--- config.mk ---
export PLATFORM = sky130hd
export DESIGN_NAME = uart_wake_rx
export DESIGN_NICKNAME = d
export VERILOG_FILES = /design/src/rtl/uwr_pkg.sv /design/src/rtl/uwr_frame.sv /design/src/rtl/uwr_idle.sv /design/src/rtl/uart_wake_rx.sv
export SDC_FILE = /design/constraint.sdc
export NUM_CORES = 1
export LEC_CHECK = 0
export CAP_MARGIN = 20
export CORE_ASPECT_RATIO = 1.75
export CORE_MARGIN = 2
export CORE_UTILIZATION = 40
export CTS_CLUSTER_DIAMETER = 100
export DETAILED_ROUTE_END_ITERATION = 8
export DONT_BUFFER_PORTS = 1
export PLACE_DENSITY = 0.51
export SLEW_MARGIN = 25
export SYNTH_ARGS = -nofsm -noshare
export SYNTH_HDL_FRONTEND = slang
export SYNTH_SLANG_ARGS = --single-unit
--- constraint.sdc ---
create_clock -name clk -period 6.65 [get_ports clk]
set_clock_uncertainty 0.2 [all_clocks]
set_input_delay 0.3325 -clock clk [delete_from_list [all_inputs] [get_ports clk]]
set_output_delay 0.3325 -clock clk [all_outputs]
set_load 0.1 [all_outputs]
--- src/rtl/uwr_pkg.sv ---
package uwr_pkg;
    typedef enum logic [1:0] {FR_IDLE, FR_START, FR_DATA, FR_STOP} fr_state_e;

    function automatic logic vote3(input logic a, input logic b, input logic c);
        return (a & b) | (a & c) | (b & c);
    endfunction
endpackage

--- src/rtl/uwr_frame.sv ---
module uwr_frame
    import uwr_pkg::*;
#(
    parameter int OSR  = 16,
    parameter int DMAX = 9
) (
    input  logic            clk,
    input  logic            rst_n,
    input  logic            en,
    input  logic            tick,
    input  logic            rxd,
    input  logic            nine,
    output logic            start_o,
    output logic            done_o,
    output logic [DMAX-1:0] data_o,
    output logic            noise_o,
    output logic            ferr_o,
    output logic            active_o
);
    localparam int SW = $clog2(OSR + 1);
    localparam int BW = $clog2(DMAX + 1);
    localparam logic [SW-1:0] SLOT_A    = SW'(OSR / 2);
    localparam logic [SW-1:0] SLOT_B    = SW'(OSR / 2 + 1);
    localparam logic [SW-1:0] SLOT_C    = SW'(OSR / 2 + 2);
    localparam logic [SW-1:0] SLOT_LAST = SW'(OSR);

    typedef struct packed {
        fr_state_e       st;
        logic [SW-1:0]   slot;
        logic [BW-1:0]   bitn;
        logic [1:0]      smp;
        logic [DMAX-1:0] sh;
        logic            nz;
        logic            prev;
        logic            done;
        logic [DMAX-1:0] dout;
        logic            nout;
        logic            fout;
    } fr_regs_t;

    fr_regs_t q_q, r_d;
    logic [BW-1:0] last_bit;
    logic [SW-1:0] slot_n;
    logic          v_maj, v_dis;

    assign last_bit = nine ? BW'(DMAX - 1) : BW'(DMAX - 2);

    always_comb begin
        r_d      = q_q;
        r_d.done = 1'b0;
        start_o  = 1'b0;
        slot_n   = (q_q.slot == SLOT_LAST) ? SW'(1) : q_q.slot + SW'(1);
        v_maj    = vote3(q_q.smp[0], q_q.smp[1], rxd);
        v_dis    = !((q_q.smp[0] == q_q.smp[1]) && (q_q.smp[1] == rxd));
        if (!en) begin
            r_d.st   = FR_IDLE;
            r_d.prev = 1'b0;
        end else if (tick) begin
            r_d.prev = rxd;
            if (q_q.st == FR_IDLE) begin
                if (!rxd && q_q.prev) begin
                    start_o  = 1'b1;
                    r_d.st   = FR_START;
                    r_d.slot = SW'(1);
                    r_d.nz   = 1'b0;
                    r_d.bitn = '0;
                end
            end else begin
                r_d.slot = slot_n;
                if (slot_n == SLOT_A) r_d.smp[0] = rxd;
                if (slot_n == SLOT_B) r_d.smp[1] = rxd;
                if (slot_n == SLOT_C) begin
                    r_d.nz = q_q.nz | v_dis;
                    case (q_q.st)
                        FR_START: r_d.st = v_maj ? FR_IDLE : FR_DATA;
                        FR_DATA: begin
                            r_d.sh   = {v_maj, q_q.sh[DMAX-1:1]};
                            r_d.bitn = q_q.bitn + BW'(1);
                            if (q_q.bitn == last_bit) r_d.st = FR_STOP;
                        end
                        FR_STOP: begin
                            r_d.st   = FR_IDLE;
                            r_d.done = 1'b1;
                            r_d.dout = nine ? q_q.sh : {1'b0, q_q.sh[DMAX-1:1]};
                            r_d.nout = q_q.nz | v_dis;
                            r_d.fout = !v_maj;
                        end
                        default: r_d.st = FR_IDLE;
                    endcase
                end
            end
        end
    end

    always_ff @(posedge clk or negedge rst_n) begin
        if (!rst_n) q_q <= '{st: FR_IDLE, default: '0};
        else        q_q <= r_d;
    end

    assign done_o   = q_q.done;
    assign data_o   = q_q.dout;
    assign noise_o  = q_q.nout;
    assign ferr_o   = q_q.fout;
    assign active_o = (q_q.st != FR_IDLE);


    active_after_start_chk: assert property (@(posedge clk) disable iff (!rst_n)
        start_o |=> active_o);


    done_from_stop_chk: assert property (@(posedge clk) disable iff (!rst_n)
        done_o |-> $past(q_q.st == FR_STOP));


    no_start_while_busy_chk: assert property (@(posedge clk) disable iff (!rst_n)
        start_o |-> !active_o);
endmodule

--- src/rtl/uwr_idle.sv ---
module uwr_idle #(
    parameter int CW = 8
) (
    input  logic          clk,
    input  logic          rst_n,
    input  logic          en,
    input  logic          tick,
    input  logic          rxd,
    input  logic          arm,
    input  logic [CW-1:0] target,
    output logic          hit_o
);
    typedef struct packed {
        logic          armed;
        logic [CW-1:0] cnt;
        logic          hit;
    } id_regs_t;

    id_regs_t q_q, r_d;

    always_comb begin
        r_d     = q_q;
        r_d.hit = 1'b0;
        if (!en) begin
            r_d.armed = 1'b0;
            r_d.cnt   = '0;
        end else if (arm) begin
            r_d.armed = 1'b1;
            r_d.cnt   = '0;
        end else if (tick && q_q.armed) begin
            if (!rxd) begin
                r_d.cnt = '0;
            end else if (q_q.cnt + CW'(1) == target) begin
                r_d.hit   = 1'b1;
                r_d.armed = 1'b0;
                r_d.cnt   = '0;
            end else begin
                r_d.cnt = q_q.cnt + CW'(1);
            end
        end
    end

    always_ff @(posedge clk or negedge rst_n) begin
        if (!rst_n) q_q <= '0;
        else        q_q <= r_d;
    end

    assign hit_o = q_q.hit;


    idle_hit_needs_arm_chk: assert property (@(posedge clk) disable iff (!rst_n)
        hit_o |-> $past(q_q.armed));
endmodule

--- src/rtl/uart_wake_rx.sv ---
module uart_wake_rx #(
    parameter int OSR  = 16,
    parameter int DMAX = 9
) (
    input  logic            clk,
    input  logic            rst_n,
    input  logic            tick16,
    input  logic            rxd,
    input  logic            rx_en,
    input  logic            nine_bit,
    input  logic            par_en,
    input  logic            par_odd,
    input  logic            idle_long,
    input  logic            wake_addr,
    input  logic            rwu_set,
    input  logic            stat_rd,
    output logic [DMAX-2:0] rx_data,
    output logic            rx_bit8,
    output logic            rx_full,
    output logic            err_overrun,
    output logic            err_noise,
    output logic            err_frame,
    output logic            err_parity,
    output logic            idle_det,
    output logic            rx_active,
    output logic            rwu_o
);
    localparam int CW = $clog2((DMAX + 2) * OSR + 1);

    typedef struct packed {
        logic [DMAX-1:0] hold;
        logic            full;
        logic            ovr;
        logic            ferr;
        logic            nerr;
        logic            perr;
        logic            idle;
        logic            rwu;
    } top_regs_t;

    top_regs_t q_q, r_d;

    logic            f_start, f_done, f_noise, f_ferr;
    logic [DMAX-1:0] f_data;
    logic            f_msb, f_accept, f_perr;
    logic            idle_arm, idle_hit;
    logic [CW-1:0]   idle_target;

    uwr_frame #(.OSR(OSR), .DMAX(DMAX)) i_frame (
        .clk(clk), .rst_n(rst_n), .en(rx_en), .tick(tick16), .rxd(rxd),
        .nine(nine_bit), .start_o(f_start), .done_o(f_done), .data_o(f_data),
        .noise_o(f_noise), .ferr_o(f_ferr), .active_o(rx_active)
    );

    assign idle_target = nine_bit ? CW'((DMAX + 2) * OSR) : CW'((DMAX + 1) * OSR);
    assign idle_arm    = idle_long ? f_done : f_start;

    uwr_idle #(.CW(CW)) i_idle (
        .clk(clk), .rst_n(rst_n), .en(rx_en), .tick(tick16), .rxd(rxd),
        .arm(idle_arm), .target(idle_target), .hit_o(idle_hit)
    );

    assign f_msb    = nine_bit ? f_data[DMAX-1] : f_data[DMAX-2];
    assign f_perr   = par_en && ((^f_data) != par_odd);
    assign f_accept = !q_q.rwu || (wake_addr && f_msb);

    always_comb begin
        r_d = q_q;
        if (stat_rd) begin
            r_d.full = 1'b0;
            r_d.ovr  = 1'b0;
            r_d.ferr = 1'b0;
            r_d.nerr = 1'b0;
            r_d.perr = 1'b0;
            r_d.idle = 1'b0;
        end
        if (idle_hit) begin
            r_d.idle = 1'b1;
            if (q_q.rwu && !wake_addr) r_d.rwu = 1'b0;
        end
        if (f_done && f_accept) begin
            r_d.rwu = 1'b0;
            if (q_q.full) begin
                r_d.ovr = 1'b1;
            end else begin
                r_d.hold = f_data;
                r_d.full = 1'b1;
                r_d.ferr = r_d.ferr | f_ferr;
                r_d.nerr = r_d.nerr | f_noise;
                r_d.perr = r_d.perr | f_perr;
            end
        end
        if (rwu_set) r_d.rwu = 1'b1;
    end

    always_ff @(posedge clk or negedge rst_n) begin
        if (!rst_n) q_q <= '0;
        else        q_q <= r_d;
    end

    assign rx_data     = q_q.hold[DMAX-2:0];
    assign rx_bit8     = q_q.hold[DMAX-1];
    assign rx_full     = q_q.full;
    assign err_overrun = q_q.ovr;
    assign err_noise   = q_q.nerr;
    assign err_frame   = q_q.ferr;
    assign err_parity  = q_q.perr;
    assign idle_det    = q_q.idle;
    assign rwu_o       = q_q.rwu;


    overrun_keeps_data_chk: assert property (@(posedge clk) disable iff (!rst_n)
        (f_done && f_accept && rx_full) |=> ($stable(rx_data) && $stable(rx_bit8)));


    asleep_drops_frame_chk: assert property (@(posedge clk) disable iff (!rst_n)
        (rwu_o && !wake_addr && f_done) |=> ($stable(rx_data) && $stable(rx_bit8)));


    full_follows_frame_chk: assert property (@(posedge clk) disable iff (!rst_n)
        $rose(rx_full) |-> $past(f_done));


    addr_mark_wakes_chk: assert property (@(posedge clk) disable iff (!rst_n)
        (rwu_o && wake_addr && f_done && f_msb && !rwu_set) |=> !rwu_o);
endmodule

# ---- Word-level counts from Yosys, hierarchy flattened
# Index checks and enable logic that the tools add are counted.
dict set report word_totals {
  output_inout_bits 17
  inputBits 12
  regBits 62
  wordCells 141
}
dict set report classes {
  n_mux 52
  eq_ne 20
  n_bitwise 11
  n_addsub 3
  n_reduce_logical 32
}
# operator count
set op_table {}
lappend op_table {{$mux W12} 4}
lappend op_table {{$mux W36} 1}
lappend op_table {{$mux W9} 4}
lappend op_table {{$mux W11} 3}
lappend op_table {{$mux W1} 22}
lappend op_table {{$mux W10} 2}
lappend op_table {{$mux W8} 2}
lappend op_table {{$reduce_and A4 Y1} 4}
lappend op_table {{$eq A5 B4 Y1 const B} 3}
lappend op_table {{$mux W5} 3}
lappend op_table {{$reduce_and A5 Y1} 3}
lappend op_table {{$mux W4} 3}
lappend op_table {{$mux W2} 5}
lappend op_table {{$ne A3 B1 Y1 const B} 3}
lappend op_table {{$reduce_xor A9 Y1} 1}
lappend op_table {{$add A8 B1 Y8 const B} 1}
lappend op_table {{$eq A8 B8 Y1} 1}
lappend op_table {{$reduce_bool A2 Y1} 4}
lappend op_table {{$logic_and A1 B1 Y1} 7}
lappend op_table {{$mux W6} 1}
lappend op_table {{$or A1 B1 Y1} 6}
lappend op_table {{$reduce_and A3 Y1} 2}
lappend op_table {{$reduce_bool A3 Y1} 2}
lappend op_table {{$add A5 B1 Y5 const B} 1}
lappend op_table {{19 further kinds} 30}

# ---- Depth between registers and ports, before layout
dict set report depth {
  word_depth 9
  ltp_mapped 8
  depth_no_buf 7
}

# ---- Modules after synthesis
# Synthesis repeated with hierarchy kept, for this count alone.
dict set report unflattened {
  cells_unflattened 333
  hier_area_um2 3592.2
}
# module seq_area_each_um2 n_inst cells_each area_each_um2
set by_module_without_submodules {}
lappend by_module_without_submodules {uwr_frame 900.9 1 188 2016.9}
lappend by_module_without_submodules {uwr_idle 250.2 1 93 803.3}
lappend by_module_without_submodules {uart_wake_rx 400.4 1 52 772.0}

# ---- Worst setup path after synthesis
# No wires, ideal clock.
dict set report synth_timing {
  path_kind {reg2reg}
  start {register i_frame.q_q[34] (netlist name)}
  end {register i_frame.q_q[27] (netlist name)}
  path_stages_with_launch 7
  synth_period_minus_slack_ps 2536
  t_arrival_ps 2258
  setup_time_ps 77
  setup_slack_ps 4114
  required_ps 6373
  path_cell_list {dfrtp_1 inv_1 ha_1 inv_1 o21ai_0 or4_1 a21oi_1}
}
dict set report synth_via {
  elab_chain_cells 3
}
# element line_no
set synth_rtl {}
lappend synth_rtl {{start: declaration} uwr_frame.sv:41} ;# fr_regs_t q_q, r_d;
lappend synth_rtl {{start signal: assignment} uwr_frame.sv:97} ;# else q_q <= r_d;
lappend synth_rtl {{$eq A2 B2 Y1 or $logic_not A2 Y1 (tied branches)} {uwr_frame.sv:74, uwr_frame.sv:60}}
lappend synth_rtl {{$reduce_bool A2 Y1 (no source line) or $ne A2 B2 Y1 (tied branches)} --}
lappend synth_rtl {{$reduce_and A5 Y1 (no source line)} --}
# Parallel ways exist; a longest one is shown, timed or not.
# A chain may end at the register's enable or synchronous reset.

# ---- Worst setup path after layout
# Ends and elaborated chain as after synthesis.

==> flow_summary.yaml <==
status:
  status: "finished clean"
synthesis:
  synth_area_leaders: "dfrtp_1, mux2_2, ha_1"
  yosys_warnings: 0
  synthArstFlopShare: 1.00
  syn_area_per_cell_um2: 10.7
  ys.flop_type: "dfrtp_1"
  syn_nets: 323
  netlist_area_um2: 3240
  synthCells: 301
  synth_area_leader_cell: "dfrtp_1"
  yosysTopAreaCellShare: 0.480
  seq_area_frac_synth: 0.480
  synth-seq-cells: 62
  yosysUniqueCellTypes: 50
  synth-edff-count: 0
sta:
  setup_viol: 0
  period_minus_slack_ns: 3.00
  finalCritPeriodShare: 0.451
  hold_viol: 0
  fmax_mhz: 333
  slew_violations: 0
  relSlewSlack: 0.352
  grt_setup_unrepaired: "no"
  tightest_slew_ns: 0.971
  finalSetupTns_ns: 0
  holdWs_ns: 0.0112
finish:
  fin_nets: 336
  nFillCells: 757
  multiInputGateArea_um2: 1570
  postLayoutCellArea_um2: 3730
  seqCellArea_um2: 1550
  syn_to_final_growth_pct: 15.3
  diodes: 0
  drive_gt1_frac: 0.170
  fin_cells: 407
global_route:
  grt_first_pass_wirelength_um: 11700
  antenna_found_initial: 0
  grt_pass1_vias: 2389
  overflow: 0
  grt_use_total: 0.175
  grt_start_max_net_pins: 63
clock_network:
  cts_made_buffers: 9
  cts_tree: "built"
  cts_root_buffer: "clkbuf_16"
  clk_latency_ns: 0.33
  h-tree-depth: 3
  ctsLongestPathBuffers: 2
  clk_pin_slew_ns: 0.05
  cts.sinks: 62
min_path:
  hold_class: "primary input to flop"
pwr:
  p_leak_nw: 1.76
  p_switching_mw: 0.264
  p_seq_frac: 0.408
  ir_drop_mv: 0.162
  combPwrFrac: 0.117
  clkPwrFrac: 0.475
  p_per_area_nw_per_um2: 280
  switching_share: 0.253
  p_total_mw: 1.04
  intPower_mw: 0.779
setup_path:
  crit_path_end_kind: "flop"
  worstSetupPathType: "flop to flop"
  path_max_fanout: 14
  start_kind: "flop"
  worstPathRequired_ns: 6.71
  cp.arrival_ns: 3.06
place:
  gp_routability_congestion: 0.773
  dp_cells: 384
  portBuffers: 0
  place_area_um2: 3310
  dp_hpwl_um: 4840
route:
  drt_iter0_drc: 125
  num_vias: 2331
  avgViaCountPerCell: 5.73
  postRouteAntennaNets: 0
  drc: 0
  first_pass_iters: 4
  wl_per_cell_um: 17.1
  routed_wl_um: 6950
die:
  pin_count: 29
  core_um2: 7910
  die_x_um: 72.0
  die_height_um: 123
  fp-row-count: 43
  fp.dieArea_um2: 8850
  start_util: 0.409
run:
  maxCapViolations: 0
==> per-layer routing <==
layer | share of wire | global-route usage
met1 | 0.40 | 0.192
met2 | 0.55 | 0.306
met3 | 0.028 | 0.0481
met4 | 0.022 | 0.0896
met5 | 0 | 0
==> power by group through the flow <==
stage,logic [mW],clock network [mW],registers [mW]
finish,0.122,0.495,0.426
global route,0.141,0.528,0.430
CTS,0.124,0.508,0.425
detailed placement,0.109,0,0.431
global placement,0.107,0,0.431
floorplan,0.0950,0,0.422
==> logic make-up (layout without fill, tap and decap cells) <==
family,after synthesis,count (layout),share of synthesized area
AOI/OAI and AO/OA,64,64,0.138
xor gates and xnor gates,14,14,0.0421
adders and majority gates,10,10,0.0387
buffers and inverters,28,44,0.0367
DFF,62,62,0.480
muxes,39,39,0.134
and+or+nand+nor,84,84,0.131
==> sequential cells by signal, summed over array words and instances (netlist names) <==
name / flops
err_frame: 1
err_noise: 1
err_overrun: 1
err_parity: 1
i_frame.data_o: 9
i_frame.done_o: 1
i_frame.ferr_o: 1
i_frame.noise_o: 1
i_frame.q_q: 24
i_idle.hit_o: 1
i_idle.q_q: 9
idle_det: 1
rwu_o: 1
rx_bit8: 1
rx_data: 8
rx_full: 1
==> through the flow <==
stage	setup WS, ns	util
2_1_floorplan	4.11	-
3_3_place_gp	3.71	0.419
3_5_place_dp	3.66	0.419
4_1_cts	3.66	0.472
5_1_grt	3.46	0.472
6_report	3.65	0.472
==> worst paths after layout <==
kind,to,cells after the start,from,slack [ns]
min in group asynchronous,rx_data[1]$_DFFE_PN0P_,2,rst_n,0.33
min,i_frame.q_q[35]$_DFFE_PN0P_,2,rx_en,0.01
max in group asynchronous,i_frame.q_q[30]$_DFFE_PN0P_,2,rst_n,5.65
min reg2reg,idle_det$_DFFE_PN0P_,1,i_idle.hit_o$_DFF_PN0_,0.25
max,i_frame.q_q[27]$_DFFE_PN0P_,7,i_frame.q_q[34]$_DFFE_PN0P_,3.65
max reg2reg,i_frame.q_q[27]$_DFFE_PN0P_,7,i_frame.q_q[34]$_DFFE_PN0P_,3.65
==> Yosys cell counts, types with 2 or more instances <==
library cell / instances
a211oi_1: 2
a21oi_1: 7
a22o_1: 2
and2_1: 2
buf_2: 2
clkbuf_1: 4
dfrtp_1: 62
ha_1: 10
inv_1: 20
mux2_2: 34
mux2i_1: 5
nand2_1: 26
nand3_1: 11
nand3b_1: 2
nand4_1: 5
nor2_1: 12
nor2b_1: 4
nor3_1: 10
o2111ai_1: 3
o211ai_1: 4
o21ai_0: 18
o21bai_1: 2
o22a_1: 2
o2bb2ai_1: 4
o311ai_0: 3
o31ai_1: 5
or3_1: 4
or4_1: 3
xnor2_1: 8
xor2_1: 5
==> repair_timing <==
item	CTS	global route
buffers inserted	0	0
resized for setup	0	0
hold buffers	9	0
endpoints found under the setup margin	0	0
endpoints found under the hold margin	71	0
==> critical path: stages (launching register included) <==
cell	delay, ns
dfrtp_1	0.41
inv_1	0.09
ha_1	0.37
inv_1	0.78
o21ai_0	0.20
buf_4	0.23
or4_1	0.50
a21oi_1	0.15
==> layout make-up <==
class	instances	area share
sequential	62	0.416
clock buffer	10	0.0641
multi-input combinational	211	0.420
tap	90	0.0302
timing repair buffer	10	0.0309
inverter	20	0.0201
clock inverter	4	0.0195
==> layout by cell type, fill, tap and decap left out, types with 7 or more instances in the layout <==
cell,n
nand2_1,26
inv_1,20
nand3_1,11
xnor2_1,8
clkbuf_16,9
nor2_1,12
a21oi_1,7
mux2_2,34
dlygate4sd3_1,8
nor3_1,10
dfrtp_1,62
o21ai_0,18
ha_1,10
Power figures use the tool's default switching activity.
